$ cat src/rtl/pwm_aq_pkg.sv
package pwm_aq_pkg;

  // Per-event action encoding
  typedef enum logic [1:0] {
    AQ_KEEP = 2'd0,
    AQ_LOW  = 2'd1,
    AQ_HIGH = 2'd2,
    AQ_FLIP = 2'd3
  } aq_act_e;

  // Continuous force encoding (3 behaves like 0)
  typedef enum logic [1:0] {
    FRC_NONE     = 2'd0,
    FRC_LOW      = 2'd1,
    FRC_HIGH     = 2'd2,
    FRC_NONE_ALT = 2'd3
  } aq_frc_e;

  localparam int unsigned AQ_FIELD_W      = 2;
  // Distance between the zero field and each compare field
  localparam int unsigned AQ_FIELD_STRIDE = 4;

  function automatic logic aq_apply(input aq_act_e act, input logic cur);
    logic nxt;
    case (act)
      AQ_LOW:  nxt = 1'b0;
      AQ_HIGH: nxt = 1'b1;
      AQ_FLIP: nxt = ~cur;
      default: nxt = cur;
    endcase
    return nxt;
  endfunction

endpackage

$ cat src/rtl/pwm_aq_rst_sync.sv
module pwm_aq_rst_sync #(
  parameter int unsigned STAGES = 2
) (
  input  logic clk,
  input  logic rst_n,
  output logic rst_sync_n
);

  logic [STAGES-1:0] sh_q;
  logic [STAGES-1:0] sh_d;

  always_comb begin
    sh_d = {sh_q[STAGES-2:0], 1'b1};
  end

  always_ff @(posedge clk or negedge rst_n) begin
    if (!rst_n) begin
      sh_q <= '0;
    end else begin
      sh_q <= sh_d;
    end
  end

  assign rst_sync_n = sh_q[STAGES-1];

endmodule

$ cat src/rtl/pwm_aq_regs.sv
module pwm_aq_regs #(
  parameter int unsigned NUM_CH = 2,
  parameter int unsigned DATA_W = 16,
  parameter int unsigned ADDR_W = 2
) (
  input  logic                   clk,
  input  logic                   rst_n,
  input  logic                   wr_en,
  input  logic [ADDR_W-1:0]      wr_addr,
  input  logic [DATA_W-1:0]      wr_data,
  output logic [DATA_W-1:0]      ctrl_q [NUM_CH],
  output logic [2*NUM_CH-1:0]    frc_q
);

  localparam int unsigned FRC_W    = 2 * NUM_CH;
  localparam int unsigned FRC_ADDR = NUM_CH;

  logic [NUM_CH-1:0] ctrl_we;
  logic              frc_we;

  always_comb begin
    for (int i = 0; i < NUM_CH; i++) begin
      ctrl_we[i] = wr_en && (wr_addr == ADDR_W'(i));
    end
    frc_we = wr_en && (wr_addr == ADDR_W'(FRC_ADDR));
  end

  always_ff @(posedge clk or negedge rst_n) begin
    if (!rst_n) begin
      for (int i = 0; i < NUM_CH; i++) begin
        ctrl_q[i] <= '0;
      end
    end else begin
      for (int i = 0; i < NUM_CH; i++) begin
        if (ctrl_we[i]) begin
          ctrl_q[i] <= wr_data;
        end
      end
    end
  end

  always_ff @(posedge clk or negedge rst_n) begin
    if (!rst_n) begin
      frc_q <= '0;
    end else if (frc_we) begin
      frc_q <= wr_data[FRC_W-1:0];
    end
  end

endmodule

$ cat src/rtl/pwm_aq_evsel.sv
module pwm_aq_evsel
  import pwm_aq_pkg::*;
#(
  parameter int unsigned DATA_W  = 16,
  parameter int unsigned NUM_CMP = 2
) (
  input  logic [DATA_W-1:0]  ctrl,
  input  logic               evt_zero,
  input  logic [NUM_CMP-1:0] evt_cmp,
  output aq_act_e            act
);

  // Lowest priority first; a later non-keep action overrides
  always_comb begin
    act = AQ_KEEP;
    if (evt_zero) begin
      act = aq_act_e'(ctrl[AQ_FIELD_W-1:0]);
    end
    for (int k = 0; k < NUM_CMP; k++) begin
      if (evt_cmp[k] &&
          (ctrl[AQ_FIELD_STRIDE*(k+1) +: AQ_FIELD_W] != AQ_KEEP)) begin
        act = aq_act_e'(ctrl[AQ_FIELD_STRIDE*(k+1) +: AQ_FIELD_W]);
      end
    end
  end

endmodule

$ cat src/rtl/pwm_aq_chan.sv
module pwm_aq_chan
  import pwm_aq_pkg::*;
(
  input  logic    clk,
  input  logic    rst_n,
  input  aq_act_e act,
  input  aq_frc_e frc,
  output logic    pwm_q
);

  logic pwm_d;
  logic pwm_en;

  always_comb begin
    case (frc)
      FRC_LOW: begin
        pwm_d  = 1'b0;
        pwm_en = 1'b1;
      end
      FRC_HIGH: begin
        pwm_d  = 1'b1;
        pwm_en = 1'b1;
      end
      default: begin
        pwm_d  = aq_apply(act, pwm_q);
        pwm_en = (act != AQ_KEEP);
      end
    endcase
  end

  always_ff @(posedge clk or negedge rst_n) begin
    if (!rst_n) begin
      pwm_q <= 1'b0;
    end else if (pwm_en) begin
      pwm_q <= pwm_d;
    end
  end

endmodule

$ cat src/rtl/pwm_aq.sv
module pwm_aq
  import pwm_aq_pkg::*;
#(
  parameter int unsigned DATA_W      = 16,
  parameter int unsigned ADDR_W      = 2,
  parameter int unsigned SYNC_STAGES = 2
) (
  input  logic              clk,
  input  logic              rst_n,
  input  logic              evt_zero,
  input  logic              evt_cmpa_up,
  input  logic              evt_cmpb_up,
  input  logic              wr_en,
  input  logic [ADDR_W-1:0] wr_addr,
  input  logic [DATA_W-1:0] wr_data,
  output logic              pwm_a,
  output logic              pwm_b
);

  localparam int unsigned NUM_CH  = 2;
  localparam int unsigned NUM_CMP = 2;
  localparam int unsigned FRC_W   = 2 * NUM_CH;

  logic                rst_sync_n;
  logic [DATA_W-1:0]   ctrl_words [NUM_CH];
  logic [FRC_W-1:0]    frc_word;
  logic [NUM_CMP-1:0]  evt_cmp;
  logic [NUM_CH-1:0]   pwm_q;

  assign evt_cmp = {evt_cmpb_up, evt_cmpa_up};

  pwm_aq_rst_sync #(
    .STAGES(SYNC_STAGES)
  ) u_rst (
    .clk        (clk),
    .rst_n      (rst_n),
    .rst_sync_n (rst_sync_n)
  );

  pwm_aq_regs #(
    .NUM_CH (NUM_CH),
    .DATA_W (DATA_W),
    .ADDR_W (ADDR_W)
  ) u_regs (
    .clk     (clk),
    .rst_n   (rst_sync_n),
    .wr_en   (wr_en),
    .wr_addr (wr_addr),
    .wr_data (wr_data),
    .ctrl_q  (ctrl_words),
    .frc_q   (frc_word)
  );

  for (genvar ch = 0; ch < NUM_CH; ch++) begin : g_ch
    aq_act_e act;

    pwm_aq_evsel #(
      .DATA_W  (DATA_W),
      .NUM_CMP (NUM_CMP)
    ) u_sel (
      .ctrl     (ctrl_words[ch]),
      .evt_zero (evt_zero),
      .evt_cmp  (evt_cmp),
      .act      (act)
    );

    pwm_aq_chan u_chan (
      .clk   (clk),
      .rst_n (rst_sync_n),
      .act   (act),
      .frc   (aq_frc_e'(frc_word[2*ch +: 2])),
      .pwm_q (pwm_q[ch])
    );
  end

  assign pwm_a = pwm_q[0];
  assign pwm_b = pwm_q[1];

endmodule

$ cat config.mk
export PLATFORM = sky130hd
export DESIGN_NAME = pwm_aq
export DESIGN_NICKNAME = d
export VERILOG_FILES = /design/src/rtl/pwm_aq_pkg.sv /design/src/rtl/pwm_aq_rst_sync.sv /design/src/rtl/pwm_aq_regs.sv /design/src/rtl/pwm_aq_evsel.sv /design/src/rtl/pwm_aq_chan.sv /design/src/rtl/pwm_aq.sv
export SDC_FILE = /design/constraint.sdc
export NUM_CORES = 1
export LEC_CHECK = 0
export CORE_ASPECT_RATIO = 0.8
export CORE_MARGIN = 1
export CORE_UTILIZATION = 55
export CTS_BUF_LIST = sky130_fd_sc_hd__clkbuf_4 sky130_fd_sc_hd__clkbuf_8
export CTS_CLUSTER_DIAMETER = 200
export DETAILED_ROUTE_END_ITERATION = 6
export DONT_BUFFER_PORTS = 1
export MAX_ROUTING_LAYER = met4
export PLACE_DENSITY = 0.78
export SLEW_MARGIN = 0
export SYNTH_ARGS = -nofsm -noshare
export SYNTH_HDL_FRONTEND = slang
export SYNTH_SLANG_ARGS = --single-unit
$ cat constraint.sdc
create_clock -name clk -period 0.85 [get_ports clk]
set_input_delay 0.17 -clock clk [delete_from_list [all_inputs] [get_ports clk]]
set_output_delay 0.17 -clock clk [all_outputs]
set_load 0.02 [all_outputs]
## Yosys cells after proc, flatten, opt, wreduce, memory -nomap -nowiden

Index checks and enable logic that the tools add are counted.

| word-level totals | value |
|---|---|
| register bits | 28 |
| output and inout bits | 2 |
| ROM bits | 0 |
| bits in latches | 0 |
| word-level logic and storage cells | 52 |
| memories kept | 0 |
| bits in writable memories | 0 |

| cells by class | value |
|---|---|
| bitwise operators | 2 |
| shift-type cells | 0 |
| equality and inequality tests | 12 |
| order comparisons | 0 |
| reduce and logical (&&, ||, !) cells | 20 |
| divide/modulo/power cells | 0 |
| multiplexer cells | 12 |
| multiply operators | 0 |
| $add $sub $neg | 0 |

Operators by type and width:

| cell | count |
|---|---|
| 2-bit == test, second input constant | 7 |
| 2-bit two-way mux | 6 |
| 2-bit nonzero test | 6 |
| 2-bit by 1-bit == test with 1-bit output, second input constant | 5 |
| 5-bit nonzero test | 2 |
| 1-bit logical AND | 7 |
| 1-bit one-hot mux with 3 select lines | 2 |
| 1-bit one-hot mux with 2 select lines | 2 |
| 2-bit AND reduction | 2 |
| 2-bit OR reduction | 2 |
| 2-bit logical NOT | 1 |
| 1-bit two-way mux | 2 |
| 1-bit NOT | 2 |

## Logic depth before layout (Yosys ltp)

| depth | value |
|---|---|
| depth after elaboration | 7 |
| mapped depth | 7 |

## By module

A second synthesis with hierarchy kept.

| second synthesis, totals | value |
|---|---|
| cell total of the unflattened synthesis | 128 |
| area total of the unflattened synthesis | 1764.2 um2 |

By module, submodules not included:

| module | cells an instance | instances | area each (um2) |
|---|---|---|---|
| pwm_aq_regs | 77 | 1 | 1362.6 |
| pwm_aq_chan | 14 | 2 | 126.4 |
| pwm_aq_evsel | 10 | 2 | 47.5 |
| pwm_aq_rst_sync | 3 | 1 | 53.8 |

## Worst setup path after synthesis

OpenSTA, ideal clock, no wires.

| timing path | value |
|---|---|
| path kind | reg2reg |
| start | reg u_regs.frc_q[0] |
| end | reg g_ch[0].u_chan.pwm_q |
| clock period less this slack | 1.187 ns |
| cell stages (with the launch flop) | 8 |
| required time | 0.723 ns |
| data arrival time | 1.060 ns |
| path buffers | 0 |
| library setup time | 0.127 ns |
| slack | -0.337 ns |
| cells stage by stage | dfrtp_1 > inv_1 > ha_1 > nand2b_1 > nand3_1 > a21oi_1 > o21ai_0 > nand3b_1 |

| between the ends | value |
|---|---|
| word-level cells in the longest chain between the ends | 4 |

Ends and longest elaborated chain:

| element | line | text |
|---|---|---|
| from (decl) | pwm_aq_regs.sv:12 | `output logic [2*NUM_CH-1:0] frc_q` |
| from (signal assigned) | pwm_aq_regs.sv:46 | `frc_q <= wr_data[FRC_W-1:0];` |
| 2-bit by 1-bit == test with 1-bit output / 2-bit == test (equally long branches) | pwm_aq_chan.sv:15 | `case (frc)` |
| 2-bit OR reduction (no line) | n/a |  |
| 1-bit two-way mux | pwm_aq_chan.sv:15 |  |
| 2-bit AND reduction (no line) | n/a |  |
| to (signal assigned) | pwm_aq_chan.sv:35 | `pwm_q <= pwm_d;` |
| to (decl) | pwm_aq_chan.sv:8 | `output logic pwm_q` |

Parallel ways exist; a longest one is shown, timed or not.
A chain may end at the register's enable or synchronous reset.

## Final worst setup path

| timing path | value |
|---|---|
| start | reg u_regs.ctrl_q[20] in the netlist's numbering |
| end | reg g_ch[0].u_chan.pwm_q |

| between the ends | value |
|---|---|
| word-level cells in the longest chain between the ends | 7 |

Ends and longest elaborated chain:

| element | line | text |
|---|---|---|
| from (decl) | pwm_aq_regs.sv:11 | `output logic [DATA_W-1:0] ctrl_q [NUM_CH],` |
| from (signal, indexed assignment) | pwm_aq_regs.sv:36 | `ctrl_q[i] <= wr_data;` |
| 2-bit nonzero test | pwm_aq_evsel.sv:21 | `(ctrl[AQ_FIELD_STRIDE*(k+1) +: AQ_FIELD_W] != AQ_KEEP)) begin` |
| 1-bit logical AND | pwm_aq_evsel.sv:20 | `if (evt_cmp[k] &&` |
| 2-bit two-way mux * (2 in a row) | pwm_aq_evsel.sv:20 |  |
| 2-bit == test (tied with other cells) | pwm_aq_pkg.sv:25 | `case (act)` |
| 1-bit one-hot mux with 3 select lines (tied with other cells) | pwm_aq_pkg.sv:25 |  |
| 1-bit one-hot mux with 2 select lines / 2-bit AND reduction (equally long branches) | n/a |  |

Mark *: on every way between the ends. The rest lies on a longest branch, timed or not.

==> impl_metrics.tcl <==
set metrics [dict create \
    critical_path_required_ps 1060 \
    intPower_mw 2.28 \
    clock_sinks 20 \
    fmax_ghz 0.799 \
    p_leak_nw 0.672 \
    final_max_slew_viol_count 0 \
    setup_viol 12 \
    drv_cap 0 \
    cp-start-kind "flip-flop" \
    syn_inst 77 \
    failed_checks "setup timing" \
    yosysSeqAreaShare_pct 51.9 \
    synth_area_leader_cell "dfrtp_1" \
    slowest_stage "dfrtp_1" \
    swShare_pct 30.8 \
    arrival_ps 1460 \
    r2r_start "u_regs.ctrl_q[20]$_DFFE_PN0P_" \
    rsz0062_at_grt "yes" \
    synth.ff_latch_count 20 \
    rows 13 \
    synthesis.area_um2 965 \
    hold_viol 0 \
    insertion_delay_ps 320 \
    period_share_pct 147 \
    io_pins 26 \
    final_cells 133 \
    ant_nets 0 \
    r2r_cells 5 \
    finalPower_mw 3.29 \
    cp_max_fo 2 \
    irDropWorstVdd_uv 1720 \
    grt_pass1_vias 785 \
    vias_per_cell 5.62 \
    die_w_um 48.8 \
    core-area_um2 1630 \
    die_h_um 39.5 \
    rrSetupSlack_ps -400 \
    synthTopCellsByArea "dfrtp_1, mux2_2, ha_1" \
    combPwrFrac_pct 42.7 \
    synthDistinctLibCells 17 \
    grt_pass1_wl_mm 3.80 \
    yosysWarnings 0 \
    dieArea_um2 1930 \
    htreeDepth 1 \
    num_antenna_cells 0 \
    critPathKind "flip-flop to flip-flop" \
    r2r-end "g_ch[0].u_chan.pwm_q$_DFFE_PN0P_" \
    wl_mm 2.63 \
    power_density_nw_per_um2 2230 \
    clock_path_buffers 2 \
    crit_path_end_kind "flip-flop" \
    area_delta_synth_final_pct 53.3 \
    crit_buf_inv 0 \
    antenna_found_initial 0 \
    p_sw_mw 1.01 \
    grt.total_usage_pct 30.0 \
    gp_congestion 0.698 \
    portBuffers 0 \
    root_buffer "clkbuf_4" \
    min_period_ps 1250 \
    hold_path_class "input pin to async pin" \
    drc 0 \
    start_util_pct 59.3 \
    vias 747 \
    crit_end "g_ch[0].u_chan.pwm_q$_DFFE_PN0P_" \
    setup_tns_ps -1610 \
    dp.cells 113 \
    hpwlAfterDp_mm 1.56 \
    fillers 66 \
    critical_path.max_stage_delay_ps 400 \
    drt_pre_antenna_iters 4 \
    crit_start "u_regs.ctrl_q[20]$_DFFE_PN0P_" \
    grt_max_degree 19 \
    drt_iter0_markers 10 \
    status "finished, violations left" \
    cp.depth 5 \
    numCtsBuffers 3 \
    tritoncts "yes" \
    nets 140 \
    avgSynthCellArea_um2 12.5 \
    synth.top_cell.area_share_pct 51.9 \
    clockPowerShare_pct 17.6 \
    routedWlPerCell_um 19.8 \
    clk_pin_slew_worst_paths_ps 110 \
    p_seq_share_pct 39.8 \
    mappedNetlistNets 105 \
    path_cells "nand2_1, a32o_2, a21boi_2, nor3b_2, nand3b_1" \
    layout_setup_ws_ps -402 \
    drive_above_1_share_pct 53.2 \
    fin_skew_ps 5.35 \
    crit_family "compound AO/OA/AOI/OAI gates" \
    grt-ovfl-total 0 \
]
synth_stat cells:
library cell,n
nor3b_1,2
inv_1,4
a21oi_1,2
ha_1,4
dfrtp_1,20
nand3b_1,4
a32o_1,2
nand3_1,2
o21ai_0,2
buf_4,1
a21boi_2,2
mux2_2,16
nand2b_1,4
nand2_1,8
a32o_2,2
conb_1,1
nor3b_2,1
kinds of logic (layout without fill, tap and decap cells):
| logic type | after synthesis | in the layout | share of synthesized area, % |
|---|---|---|---|
| buffers and inverters | 5 | 39 | 2.33 |
| adder cells (fa/ha/maj) | 4 | 4 | 5.19 |
| AO/OA/AOI/OAI | 10 | 10 | 8.82 |
| multiplexers | 16 | 16 | 18.7 |
| other | 1 | 1 | 0.389 |
| AND/OR/NAND/NOR | 21 | 21 | 12.7 |
| flip-flops | 20 | 20 | 51.9 |
per-stage QoR:
stage	worst slack [ps]	area (µm²)	hold WS (ps)	utilization [%]
finish	-402	1480	68.2	90.9
global placement	-338	1140	-126	70.0
CTS	-360	1400	0.583	85.8
detailed placement	-415	1140	-126	70.0
global route	-452	1480	68.5	90.9
floorplan	-332	993	-126	-
sequential cells by signal, indices dropped and copies added (netlist names):
register,count
u_regs.frc_q,4
u_rst.sh_q,2
u_regs.ctrl_q,12
g_ch.u_chan.pwm_q,2
layer usage:
layer	track usage, %	wire length (µm)	up-vias
met1	33.0	1050	380
li1	-	-	344
met4	8.09	13	0
met2	56.6	1460	21
met3	6.98	105	2
met5	-	0	-
final cells by class:
class                           instances  area, µm²  area share, %
Tap cell                               22       27.5           1.86
Clock buffer                            4       36.3           2.45
Sequential cell                        20        500           33.8
Timing Repair Buffer                   31        320           21.7
Multi-Input combinational cell         52        577           39.0
Inverter                                4       17.5           1.18
power groups by stage:
stage          sequential [mW]  clock (mW)  combinational [mW]
2_1_floorplan             1.33           0               0.465
3_3_place_gp              1.28           0               0.799
3_5_place_dp              1.30           0               0.853
4_1_cts                   1.29       0.568                1.26
5_1_grt                   1.33       0.612                1.48
6_report                  1.31       0.578                1.40
worst min-delay path by stage:
stage / endpoint / slack, ps / cells past startpoint
final: u_rst.sh_q[0]$_DFF_PN0_ / 70 / 1
after CTS: u_regs.ctrl_q[17]$_DFFE_PN0P_ / 0.6 / 1
after detailed placement: u_rst.sh_q[1]$_DFF_PN0_ / -130 / 0
after global placement: u_rst.sh_q[0]$_DFF_PN0_ / -130 / 0
after floorplan: u_rst.sh_q[0]$_DFF_PN0_ / -130 / 0
after global routing: u_rst.sh_q[0]$_DFF_PN0_ / 70 / 1
placed cells by master, fill, tap and decap left out:
master,n
buf_12,1
nand3_2,2
clkbuf_4,3
inv_2,3
conb_1,1
ha_4,4
dfrtp_1,20
mux2_4,11
clkbuf_8,1
a21boi_2,2
nor3b_2,1
nor3b_1,1
dlygate4sd3_1,12
a32o_2,2
buf_6,12
mux2_2,5
o21ai_1,2
nand3b_1,4
nand2_1,8
nor3b_4,1
a21oi_2,2
buf_4,6
inv_4,1
nand2b_1,2
nand2b_4,2
a32o_1,2
what timing repair did:
| action | CTS | global route |
|---|---|---|
| resized for setup | 31 | 7 |
| pin swaps | 7 | 6 |
| hold buffers | 6 | 6 |
| endpoints found under the setup margin | 12 | 12 |
| hold endpoints to repair | 8 | 10 |
| buffers inserted | 3 | 3 |
(Power assumes the default switching activity.)
